<file path="config.mk">
export PLATFORM = sky130hd
export DESIGN_NAME = imm_rotr_unit
export DESIGN_NICKNAME = d
export VERILOG_FILES = /design/src/rtl/rotr_pkg.sv /design/src/rtl/rotr_size_decode.sv /design/src/rtl/rotr_count_mask.sv /design/src/rtl/rotr_barrel.sv /design/src/rtl/imm_rotr_unit.sv
export SDC_FILE = /design/constraint.sdc
export NUM_CORES = 1
export LEC_CHECK = 0
export BUFFER_PORTS_ARGS = -buffer_cell sky130_fd_sc_hd__clkbuf_2
export CAP_MARGIN = 20
export CORE_MARGIN = 4
export CORE_UTILIZATION = 38
export CTS_CLUSTER_SIZE = 28
export DETAILED_ROUTE_END_ITERATION = 8
export HOLD_SLACK_MARGIN = 0.15
export PLACE_DENSITY = 0.54
export SYNTH_ARGS = -nofsm -noshare
export SYNTH_HDL_FRONTEND = slang
export SYNTH_SLANG_ARGS = --single-unit
</file>
<file path="constraint.sdc">
create_clock -name clk -period 3.9 [get_ports clk]
set_input_delay 0.585 -clock clk [delete_from_list [all_inputs] [get_ports clk]]
set_output_delay 0.585 -clock clk [all_outputs]
set_load 0.02 [all_outputs]
</file>
<file path="src/rtl/rotr_pkg.sv">
// Package: shared widths and the processor-mode encoding for the rotate unit.
// Assumes the data width is a power of two, so that the count is log2(width) bits.
package rotr_pkg;
    localparam int DATA_W = 64;
    localparam int IMM_W  = 8;
    localparam int AMT_W  = $clog2(DATA_W);

    typedef enum logic [1:0] {
        MODE_REAL  = 2'd0,
        MODE_V86   = 2'd1,
        MODE_PROT  = 2'd2,
        MODE_LONG  = 2'd3
    } cpu_mode_e;
endpackage

</file>
<file path="src/rtl/rotr_size_decode.sv">
// Module: rotr_size_decode
// Works out the effective operand size and whether the request is illegal.
// Assumes: the width select bit is honoured only in the 64-bit mode, the
// vector-length bit must be zero, and the real and virtual-8086 modes fault.
module rotr_size_decode
    import rotr_pkg::*;
(
    input  logic [1:0] mode,
    input  logic       wide_sel,
    input  logic       len_sel,
    output logic       is_wide,
    output logic       illegal
);
    cpu_mode_e mode_e;

    // Purpose: turn the raw mode bits into the enumerated mode.
    always_comb mode_e = cpu_mode_e'(mode);

    // Purpose: 64-bit operand only in the 64-bit mode with the width bit set.
    always_comb is_wide = (mode_e == MODE_LONG) && wide_sel;

    // Purpose: fault on a set length bit or on a disallowed mode.
    always_comb illegal = len_sel || (mode_e == MODE_REAL) || (mode_e == MODE_V86);
endmodule

</file>
<file path="src/rtl/rotr_count_mask.sv">
// Module: rotr_count_mask
// Reduces the immediate to a rotate amount that fits the effective operand size.
// Assumes: the top bit of the amount is cleared for the narrow operand size.
module rotr_count_mask #(
    parameter int IMM_W = 8,
    parameter int AMT_W = 6
) (
    input  logic [IMM_W-1:0] imm,
    input  logic             is_wide,
    output logic [AMT_W-1:0] amt
);
    localparam logic [AMT_W-1:0] WIDE_MASK   = '1;
    localparam logic [AMT_W-1:0] NARROW_MASK = {1'b0, {(AMT_W-1){1'b1}}};

    // Purpose: keep only the count bits that are meaningful for this operand size.
    always_comb amt = imm[AMT_W-1:0] & (is_wide ? WIDE_MASK : NARROW_MASK);
endmodule

</file>
<file path="src/rtl/rotr_barrel.sv">
// Module: rotr_barrel
// Logarithmic barrel rotator: stage s rotates by 2**s when amount bit s is set.
// For a narrow operand the low half is rotated by itself and the upper half is
// kept at zero. Stages whose distance reaches the half width are gated off then.
// Assumes DATA_W is a power of two and AMT_W = log2(DATA_W).
module rotr_barrel #(
    parameter int DATA_W = 64,
    parameter int AMT_W  = 6
) (
    input  logic [DATA_W-1:0] src,
    input  logic [AMT_W-1:0]  amt,
    input  logic              is_wide,
    output logic [DATA_W-1:0] dst
);
    localparam int HALF = DATA_W / 2;

    logic [DATA_W-1:0] stg [AMT_W+1];

    // Purpose: zero-extend the low half for a narrow operand before rotating.
    always_comb stg[0] = is_wide ? src : {{HALF{1'b0}}, src[HALF-1:0]};

    for (genvar s = 0; s < AMT_W; s++) begin : g_stage
        localparam int SH = 1 << s;
        logic [DATA_W-1:0] rot;
        if (SH < HALF) begin : g_both
            // Purpose: rotate the full word or only the low half by SH.
            always_comb rot = is_wide ? {stg[s][SH-1:0], stg[s][DATA_W-1:SH]}
                                      : {{HALF{1'b0}}, stg[s][SH-1:0], stg[s][HALF-1:SH]};
        end else begin : g_wide_only
            // Purpose: the half-width stage takes part only for the wide operand.
            always_comb rot = is_wide ? {stg[s][SH-1:0], stg[s][DATA_W-1:SH]} : stg[s];
        end
        // Purpose: take the rotated value when this amount bit is set.
        always_comb stg[s+1] = amt[s] ? rot : stg[s];
    end

    // Purpose: the last stage is the result.
    always_comb dst = stg[AMT_W];
endmodule

</file>
<file path="src/rtl/imm_rotr_unit.sv">
// Module: imm_rotr_unit (top)
// Rotate-right by an immediate, with no flag ports, and one registered output stage.
// Assumes a request is accepted on every cycle that in_valid is high, with no
// back-pressure. The result is forced to zero on a fault and when idle.
module imm_rotr_unit
    import rotr_pkg::*;
(
    input  logic              clk,
    input  logic              rst_n,
    input  logic              in_valid,
    input  logic [DATA_W-1:0] in_src,
    input  logic [IMM_W-1:0]  in_imm,
    input  logic              in_wide,
    input  logic              in_len,
    input  logic [1:0]        in_mode,
    output logic              out_valid,
    output logic [DATA_W-1:0] out_data,
    output logic              out_fault
);
    logic              is_wide;
    logic              illegal;
    logic [AMT_W-1:0]  amt;
    logic [DATA_W-1:0] rot_val;

    rotr_size_decode u_size (
        .mode     (in_mode),
        .wide_sel (in_wide),
        .len_sel  (in_len),
        .is_wide  (is_wide),
        .illegal  (illegal)
    );

    rotr_count_mask #(.IMM_W(IMM_W), .AMT_W(AMT_W)) u_mask (
        .imm     (in_imm),
        .is_wide (is_wide),
        .amt     (amt)
    );

    rotr_barrel #(.DATA_W(DATA_W), .AMT_W(AMT_W)) u_rot (
        .src     (in_src),
        .amt     (amt),
        .is_wide (is_wide),
        .dst     (rot_val)
    );

    // Purpose: register valid, fault and result; clear the result on a fault or when idle.
    always_ff @(posedge clk) begin
        if (!rst_n) begin
            out_valid <= 1'b0;
            out_fault <= 1'b0;
            out_data  <= '0;
        end else begin
            out_valid <= in_valid;
            out_fault <= in_valid && illegal;
            out_data  <= (in_valid && !illegal) ? rot_val : '0;
        end
    end
endmodule

</file>
# ---- Word level (Yosys, flattened, before mapping)
# Cells that the tools add are included.
# Widths: inputs -> output; s select.
dict set report word_totals {
  register_bits 66
  word_cells 28
}
dict set report op_classes {
  n_eq_ne 2
  mux 14
  bitwise 1
  reduce_logical 8
}
# operator n
set ops {}
lappend ops {{$mux 64} 13}
lappend ops {{$and 6x6->6} 1}
lappend ops {{$mux 6} 1}
lappend ops {{$logic_and 1x1->1} 3}
lappend ops {{$eq 2x1->1 const B} 1}
lappend ops {{$eq 2x2->1 const B} 1}
lappend ops {{$logic_not 2->1} 1}
lappend ops {{$logic_or 1x1->1} 2}
lappend ops {{$reduce_and 2->1} 1}
lappend ops {{$logic_not 1->1} 1}

# ---- Longest topological paths before layout
# Gate-level depths: netlist of the first run.
dict set report depth {
  word_depth 15
  mapped_depth 10
  depth_no_buf 6
}

# ---- Modules after synthesis
# From an unflattened synthesis of the first run, not the netlist that was laid out.
dict set report hier_totals {
  cells_unflattened 959
  area_unflattened_um2 8831.0
}
# mod n_inst cells_each area_per_inst_um2 seq_area_each_um2
set modules_own_cells {}
lappend modules_own_cells {rotr_barrel 1 798 6615.1 0.0}
lappend modules_own_cells {imm_rotr_unit 1 153 2159.6 1321.3}
lappend modules_own_cells {rotr_count_mask 1 6 43.8 0.0}
lappend modules_own_cells {rotr_size_decode 1 2 12.5 0.0}

# ---- Least setup slack after synthesis of the first run
# No wires, ideal clock.
dict set report synth_path {
  kind {input to register}
  startpoint {in in_imm[0]}
  endpoint {reg out_data[52]}
  setup_time_ps 117
  arrival_time_ps 2549
  t_required_ps 3783
  slack_ps 1234
  path_stages 8
  n_path_buf 2
  path_cell_list {buf_4 > buf_4 > mux4_2 > mux2_2 > a21oi_1 > a21oi_1 > mux2_2 > a32o_1}
}
dict set report synth_via {
  elab_chain_cells 12
}
# item line
set synth_rtl {}
lappend synth_rtl {{from (decl)} imm_rotr_unit.sv:12} ;# input logic [IMM_W-1:0] in_imm,
lappend synth_rtl {{$and 6x6->6 *} rotr_count_mask.sv:16} ;# always_comb amt = imm[AMT_W-1:0] & (is_wide ? WIDE_MASK : NARROW_MASK);
lappend synth_rtl {{$mux 64 *} rotr_barrel.sv:34} ;# always_comb stg[s+1] = amt[s] ? rot : stg[s];
lappend synth_rtl {{$mux 64} rotr_barrel.sv:27} ;# always_comb rot = is_wide ? {stg[s][SH-1:0], stg[s][DATA_W-1:SH]}
lappend synth_rtl {{$mux 64 *} rotr_barrel.sv:34}
lappend synth_rtl {{$mux 64} rotr_barrel.sv:27}
lappend synth_rtl {{$mux 64 *} rotr_barrel.sv:34}
lappend synth_rtl {{$mux 64} rotr_barrel.sv:27}
lappend synth_rtl {{$mux 64 *} rotr_barrel.sv:34}
lappend synth_rtl {{$mux 64} rotr_barrel.sv:27}
lappend synth_rtl {{$mux 64 *} rotr_barrel.sv:34}
lappend synth_rtl {{$mux 64} rotr_barrel.sv:31} ;# always_comb rot = is_wide ? {stg[s][SH-1:0], stg[s][DATA_W-1:SH]} : stg[s];
lappend synth_rtl {{$mux 64 *} rotr_barrel.sv:34}
lappend synth_rtl {{to (signal assigned)} imm_rotr_unit.sv:55} ;# out_data <= (in_valid && !illegal) ? rot_val : '0;
lappend synth_rtl {{to (decl)} imm_rotr_unit.sv:17} ;# output logic [DATA_W-1:0] out_data,
# Every way passes the cells marked *; elsewhere a longest branch is shown, timed or not.
# A chain may end at the register's enable or synchronous reset.

# ---- Final worst setup path of the first run
dict set report layout_path {
  startpoint {in in_imm[0]}
  endpoint {reg out_data[57]}
}
# The elaborated chain is that of the path after synthesis.

==> results.cfg, run 1 <==
[floorplanning]
fp.dieW_um = 150
core_um2 = 19600
dieHeight_um = 150
initial_utilization_pct = 38.9
row_count = 51
die-area_um2 = 22400
pin_count = 145

[yosys]
syn_nets = 885
yosysWarnings = 0
yosysUniqueCellTypes = 66
syn_avg_cell_area_um2 = 9.44
synth_top_family_by_area = multiplexers
netlist.top_cell.by_area = mux4_2
synthSimpleGateAreaFrac_pct = 11.9
yosysMostFrequentCell = mux4_2
synth-edff-count = 0
synth_mux_area_share_pct = 43.5
ys_ff_latch = 66
syn_area_um2 = 7610
yosysSeqAreaShare_pct = 17.4
synthFlopType = dfxtp_1
synth_fa_ha_area_share_pct = 0
synth_xor_area_share_pct = 0
synth-compound-area-share_pct = 21.7
yosysTopAreaCellShare_pct = 26.3
yosys-top-cells-area = mux4_2, dfxtp_1, mux2_2
synthCells = 806
synthArstFlopShare_pct = 0
yosys-top-cells-count = mux4_2, nor2_1, nand2_1, dfxtp_1, mux2i_1

[placement]
hpwlAfterDp_um = 23700
io_buffers = 142
place.gp.congestion = 0.975
place_area_um2 = 8540
preCtsSetupSlack_ps = 568

[global_routing]
grt_use_total_pct = 26.8
antenna_found_initial = 0
grt_overflow = 0
met3_usage_pct = 3.97
grt_max_degree = 88
top_usage_layer = met2
grt_pass1_wl_um = 45500
use_met2_pct = 40.9
grt_util_met1_pct = 39.1
grt_pass1_vias = 7152

[clocking]
clockBufferDepth = 2
cts_root_buffer = clkbuf_16
post_cts_resized = 0
hold_buffers = 0
clock_sinks = 66
clock_tree.htree_level_count = 3
path_clk_slew_ps = 50
cts_buffers = 9
post_cts_buffers = 0
cts_tree = yes

[pwr]
p_leak_uw = 0.00351
power.total_uw = 2580
peakVddDrop_mv = 0.187
power.density_nw_per_um2 = 291

[timing]
maxSlewViolCount = 0
hold_slack_ps = 525
setup_tns_ps = 0
period_minus_slack_ps = 3080
slew_headroom_pct = 47.2
fmax_mhz = 325
final_hold_viol_count = 0
timing.final.crit_share_pct = 78.9
setup_ws_ps = 824
rsz0062_at_grt = false
tightest_slew_ps = 782
setup_violations = 0

[critical_path]
cp.arrival_ps = 3260
endpoint_kind = register
critPathKind = in2reg
critPathRequiredTime_ps = 4080
crit_start = in_imm[0]
critPathLaunchType = input port
crit_path_end = out_data[57]$_SDFF_PN0_
critPathMaxFanout = 28

[route]
ant_nets = 0
vias_per_cell = 6.66
vias = 7841
drt_first_pass_iters = 5
drcViolationCount = 0
wirelength_um = 30400
wire_per_inst_um = 25.8
drt_iter0_drc = 923

[cells_and_area]
design_area_um2 = 8860
fillers = 1972
area.growth.synth_to_final_pct = 16.4
multi_input_area_um2 = 5870
antenna_cells = 0
seqCellArea_um2 = 1320
layout.nets = 988
drive_gt1_share_pct = 36.4

[outcome]
status = complete, no violations

[job]
cap_violations = 0

[hold_path]
holdCritPathClass = in2reg
==> cell usage in the layout, fill, tap and decap left out, types with 6 or more instances in the layout <==
cell       netlist  layout
o21a_1           8       8
a211oi_1        21      21
nand2_1         67      67
nor2b_1          7       7
a32oi_1          6       6
clkbuf_2         0     138
and2_1           6       6
a22oi_1         14      14
a21o_1           6       6
nor2_1          77      76
buf_4            8      27
mux4_2          89      89
mux2_2          50      50
o211ai_1        10      10
and3_1           8       8
clkbuf_16        0       9
nand3_1          6       6
a221oi_1        11      11
mux2i_1         55      55
o22ai_1         11      11
nand2b_1         8       8
dfxtp_1         66      66
mux2_1          17      17
nor3_1          18      18
a221o_1          6       6
o21ai_0         26      26
o21ai_1          8       8
o32ai_1          6       6
a21oi_1         46      46
==> how the worst min path moves through the flow <==
| stage | from | end | slack (ps) | depth (start not counted) |
|---|---|---|---|---|
| 6_report | in_len | out_fault$_SDFF_PN0_ | 530 | 3 |
| 2_1_floorplan | in_len | out_fault$_SDFF_PN0_ | 760 | 2 |
| 5_1_grt | in_len | out_fault$_SDFF_PN0_ | 550 | 3 |
| 3_3_place_gp | in_len | out_fault$_SDFF_PN0_ | 860 | 3 |
| 4_1_cts | in_len | out_fault$_SDFF_PN0_ | 520 | 3 |
| 3_5_place_dp | in_len | out_fault$_SDFF_PN0_ | 870 | 3 |
==> through the flow <==
stage               util [%]  std cells
floorplan                  -        806
global placement        43.6       1163
detailed placement      43.6       1163
CTS                     45.2       1178
global route            45.2       1178
finish                  45.2       1178
==> worst max-delay path, cell delays in order <==
cell       delay, ps
buf_4            360
buf_12           270
mux4_2           600
mux2_2           290
mux2i_1          410
nor3_1            80
a2111oi_0        510
nor2_1           140
==> registers in the layout, indices dropped and copies added (netlist names) <==
| name | flops |
|---|---|
| out_fault | 1 |
| out_data | 64 |
| out_valid | 1 |
==> cell families after synthesis <==
family	after synthesis
flops	66
simple gates	207
buf+inv	89
compound gates	233
mux	211
==> routing by layer <==
metal	wire, um	vias to the layer above
met4	930	0
met5	0	-
met2	13800	509
met1	12700	3825
met3	3070	70
li1	-	3437
==> final cells by class <==
| cell class | count | share of cell area [%] |
|---|---|---|
| Multi-Input combinational cell | 651 | 66.2 |
| Clock inverter | 5 | 0.889 |
| Sequential cell | 66 | 14.9 |
| Clock buffer | 10 | 2.70 |
| Tap cell | 265 | 3.74 |
| Inverter | 10 | 0.424 |
| Timing Repair Buffer | 171 | 11.1 |
==> power breakdown <==
| group | switching, uW | internal (uW) | leakage (uW) |
|---|---|---|---|
| Clock | 278 | 571 | 0.000158 |
| Sequential | 2.83 | 686 | 0.000534 |
| Combinational | 622 | 421 | 0.00282 |
(Power assumes the default switching activity.)
==> run 2, diff against run 1 <==
--- a/config.mk
+++ b/config.mk
@@ -5,6 +5,7 @@
 export SDC_FILE = /design/constraint.sdc
 export NUM_CORES = 1
 export LEC_CHECK = 0
+export ABC_AREA = 1
 export BUFFER_PORTS_ARGS = -buffer_cell sky130_fd_sc_hd__clkbuf_2
 export CAP_MARGIN = 20
 export CORE_MARGIN = 4
==> constraint.sdc (replaced) <==
create_clock -name clk -period 3 [get_ports clk]
set_input_delay 0.45 -clock clk [delete_from_list [all_inputs] [get_ports clk]]
set_output_delay 0.45 -clock clk [all_outputs]
set_load 0.02 [all_outputs]
==> results.cfg, run 2 <==
[outcome]
status = complete, no violations

[floorplanning]
core_um2 = 19500
dieHeight_um = 148
row_count = 51
initial_utilization_pct = 38.5
pin_count = 145
die-area_um2 = 22100
fp.dieW_um = 148

[yosys]
syn_avg_cell_area_um2 = 5.38
yosysSeqAreaShare_pct = 17.6
yosysMostFrequentCell = nand2_1
yosysTopAreaCellShare_pct = 31.1
synthArstFlopShare_pct = 0
yosysWarnings = 0
synth-edff-count = 0
syn_nets = 1473
synthFlopType = dfxtp_1
netlist.top_cell.by_area = nand3_1
synthCells = 1394
ys_ff_latch = 66
yosys-top-cells-count = nand2_1, nand3_1, dfxtp_1, nor2_1, inv_1
syn_area_um2 = 7500
yosys-top-cells-area = nand3_1, nand2_1, dfxtp_1
yosysUniqueCellTypes = 31

[timing]
rsz0062_at_grt = false
setup_violations = 0
fmax_mhz = 456
timing.final.crit_share_pct = 73.1
slew_headroom_pct = 54.1
final_hold_viol_count = 0
maxSlewViolCount = 0
tightest_slew_ps = 689
hold_slack_ps = 385
setup_tns_ps = 0
period_minus_slack_ps = 2190
setup_ws_ps = 807

[route]
vias = 9633
drt_iter0_drc = 1154
drcViolationCount = 0
drt_first_pass_iters = 9
ant_nets = 0
wire_per_inst_um = 18.1
vias_per_cell = 5.53
wirelength_um = 31600

[pwr]
power.density_nw_per_um2 = 349
combPwrFrac_pct = 37.9
power.total_uw = 2970
peakVddDrop_mv = 0.255
swShare_pct = 39.9
pwr-share-seq_pct = 30.2
p_leak_uw = 0.00449
clkPwrFrac_pct = 31.9
p_sw_uw = 1190
p_int_uw = 1790

[cells_and_area]
layout_common_cells = nand2_1, nand3_1, clkbuf_2, nor2_1, dfxtp_1
largest_reg_flops = 64
final_common_cell = nand2_1
layout.nets = 1550
design_area_um2 = 8520
antenna_cells = 0
area.growth.synth_to_final_pct = 13.6
largestRegisters = out_data x64, out_fault x1, out_valid x1
largest_register = out_data
drive_gt1_share_pct = 15.9

[clocking]
cts_root_buffer = clkbuf_16
hold_buffers = 0
clock_tree.htree_level_count = 3
clockBufferDepth = 2
clock_sinks = 66
post_cts_buffers = 0
path_clk_slew_ps = 60
post_cts_resized = 0
cts_tree = yes
cts_buffers = 9

[hold_path]
holdCritPathClass = in2reg

[placement]
io_buffers = 142
place.gp.congestion = 1.09
hpwlAfterDp_um = 24800
preCtsSetupSlack_ps = 494
place_area_um2 = 8250

[global_routing]
grt_pass1_wl_um = 48800
antenna_found_initial = 0
grt_use_total_pct = 28.1
grt_pass1_vias = 8827
grt_overflow = 0
grt_max_degree = 88

[critical_path]
critPathLaunchType = input port
critPathKind = in2reg
endpoint_kind = register
critPathMaxFanout = 21
cp.arrival_ps = 2460
critPathRequiredTime_ps = 3270

[job]
cap_violations = 0
[run 2: logic make-up after synthesis]
| family | synth area share, % |
|---|---|
| and+or+nand+nor | 63.8 |
| buffers and inverters | 11.8 |
| AOI/OAI and AO/OA | 6.79 |
| DFF | 17.6 |
[run 2: stage by stage]
stage          util, %  instances
2_1_floorplan        -       1394
3_3_place_gp      42.4       1725
3_5_place_dp      42.4       1725
4_1_cts           43.8       1741
5_1_grt           43.8       1741
6_report          43.8       1741
[run 2: power groups by stage]
stage | sequential (uW) | clock [uW] | combinational, uW
2_1_floorplan | 938 | 0 | 742
3_3_place_gp | 917 | 0 | 1090
3_5_place_dp | 917 | 0 | 1100
4_1_cts | 898 | 965 | 1100
5_1_grt | 899 | 999 | 1230
6_report | 898 | 947 | 1130
[run 2: per-layer routing]
metal	vias up	global-route usage, %	routed length (um)
li1	4799	-	-
met1	4361	36.7	13400
met2	415	47.1	14800
met3	58	4.88	2240
met4	0	9.47	1140
met5	-	0	0
[run 2: cell type report]
type | instances | area [um2]
inverter | 70 | 268
timing repair buffer | 173 | 1030
multi-input combinational | 1151 | 5300
clock buffer | 9 | 225
tap | 265 | 332
sequential | 66 | 1320
clock inverter | 7 | 45.0
fill | 2226 | 10900
[run 2: worst paths after layout]
| kind | start | end | slack, ps | cells past startpoint |
|---|---|---|---|---|
| max | in_mode[0] | out_data[49]$_SDFF_PN0_ | 810 | 12 |
| min | in_valid | out_valid$_SDFF_PN0_ | 390 | 3 |
[run 2: worst max-delay path, stage by stage]
cell      delay, ps
clkbuf_2        230
nand3_4         330
nor2_4          180
buf_4           240
nand3_1         130
nand3_1         130
nand3_1         250
nand3_1         190
nand2_1          60
nand2_1          80
nor2_1           40
nor2_1          120
==> run 3, diff against run 2 <==
==> constraint.sdc (replaced) <==
create_clock -name clk -period 2.3 [get_ports clk]
set_input_delay 0.345 -clock clk [delete_from_list [all_inputs] [get_ports clk]]
set_output_delay 0.345 -clock clk [all_outputs]
set_load 0.02 [all_outputs]
==> results.cfg, run 3 (synthesized netlist as in run 2, its figures left out) <==
[outcome]
status = complete, no violations

[critical_path]
cp.arrival_ps = 2230
critPathKind = in2reg
critPathRequiredTime_ps = 2570
critPathMaxFanout = 12
worst_path_largest_cell_delay_ps = 380
cpMostUsedCell = nand3_1
worstPathCellList = clkbuf_2 -> nand3_4 -> nor2_4 -> buf_12 -> nand3_1 -> nand3_1 -> nand3_1 -> nand2_1 -> nand2_1 -> nand3_1 -> nand2_1 -> nor2_1
endpoint_kind = register
critPathLaunchType = input port
slowest_stage = nor2_4

[floorplanning]
dieHeight_um = 148
row_count = 51
pin_count = 145
die-area_um2 = 22100
core_um2 = 19500
fp.dieW_um = 148
initial_utilization_pct = 38.5

[cells_and_area]
seqCellArea_um2 = 1320
largest_register = out_data
final_util_pct = 44.6
drive_gt1_share_pct = 16.4
largest_reg_flops = 64
layout.nets = 1560
antenna_cells = 0
fillers = 2166
multi_input_area_um2 = 5300
layout_common_cells = nand2_1, nand3_1, clkbuf_2, nor2_1, dfxtp_1
design_area_um2 = 8690
area.growth.synth_to_final_pct = 15.8
final_common_cell = nand2_1
instances_no_fill = 1751
largestRegisters = out_data x64, out_fault x1, out_valid x1

[clocking]
cts_tree = yes
path_clk_slew_ps = 50
clockBufferDepth = 2
cts_buffers = 9
hold_buffers = 0
post_cts_resized = 0
clock_tree.htree_level_count = 3
cts_root_buffer = clkbuf_16
post_cts_buffers = 0
clock_sinks = 66

[pwr]
p_sw_uw = 1530
p_int_uw = 2380
clkPwrFrac_pct = 31.7
pwr-share-seq_pct = 30.0
p_leak_uw = 0.00456
swShare_pct = 39.1
combPwrFrac_pct = 38.4
power.density_nw_per_um2 = 450
peakVddDrop_mv = 0.350

[global_routing]
grt_max_degree = 66
grt_pass1_vias = 8971
grt_pass1_wl_um = 49100
antenna_found_initial = 0
grt_overflow = 0
grt_use_total_pct = 28.3

[placement]
place_inst = 1735
hpwlAfterDp_um = 24900
place_area_um2 = 8420
io_buffers = 142
place.gp.congestion = 1.07
preCtsSetupSlack_ps = 64.2

[timing]
setup_violations = 0
fmax_mhz = 511
maxSlewViolCount = 0
period_minus_slack_ps = 1960
setup_tns_ps = 0
tightest_slew_ps = 497
timing.final.crit_share_pct = 85.1
final_hold_viol_count = 0
slew_headroom_pct = 66.5
rsz0062_at_grt = false
setup_ws_ps = 344

[route]
drcViolationCount = 0
drt_first_pass_iters = 6
wire_per_inst_um = 18.1
wirelength_um = 31700
drt_iter0_drc = 1247
ant_nets = 0
vias_per_cell = 5.55
vias = 9715

[job]
cap_violations = 0

[hold_path]
holdCritPathClass = in2reg
-- run 3: critical path: cells and delay by family --
| kind | cells | cell delay, ps |
|---|---|---|
| buffers and inverters | 2 | 310 |
| AND/OR/NAND/NOR | 10 | 1560 |
-- run 3: routing by layer --
| layer | global-route usage, % | part of all wire [%] | wire length, um |
|---|---|---|---|
| met1 | 36.9 | 43 | 13500 |
| met5 | 0 | 0 | 0 |
| met3 | 5.39 | 7.4 | 2350 |
| met4 | 10.3 | 4.1 | 1300 |
| met2 | 46.7 | 46 | 14500 |
-- run 3: final timing paths --
kind | startpoint | endpoint | slack (ps) | cells past startpoint
max | in_wide | out_data[33]$_SDFF_PN0_ | 340 | 12
min | in_len | out_fault$_SDFF_PN0_ | 280 | 3
-- run 3: area by class of cell --
| type | instances | share of cell area [%] |
|---|---|---|
| Timing Repair Buffer | 183 | 13.7 |
| Inverter | 70 | 3.08 |
| Clock buffer | 11 | 2.79 |
| Multi-Input combinational cell | 1151 | 61.0 |
| Tap cell | 265 | 3.82 |
| Sequential cell | 66 | 15.2 |
| Clock inverter | 5 | 0.346 |
-- run 3: metrics by stage --
| stage | hold WS, ps | power [uW] |
|---|---|---|
| 3_5_place_dp | 623 | 2660 |
| 5_1_grt | 289 | 4140 |
| 4_1_cts | 275 | 3910 |
| 6_report | 281 | 3910 |
| 3_3_place_gp | 615 | 2660 |
| 2_1_floorplan | 466 | 2190 |
-- run 3: power groups by stage --
stage / registers [uW] / logic, uW / clock network [uW]
3_3_place_gp: 1200 / 1460 / 0
6_report: 1170 / 1500 / 1240
3_5_place_dp: 1200 / 1470 / 0
2_1_floorplan: 1220 / 968 / 0
5_1_grt: 1170 / 1640 / 1330
4_1_cts: 1170 / 1470 / 1270
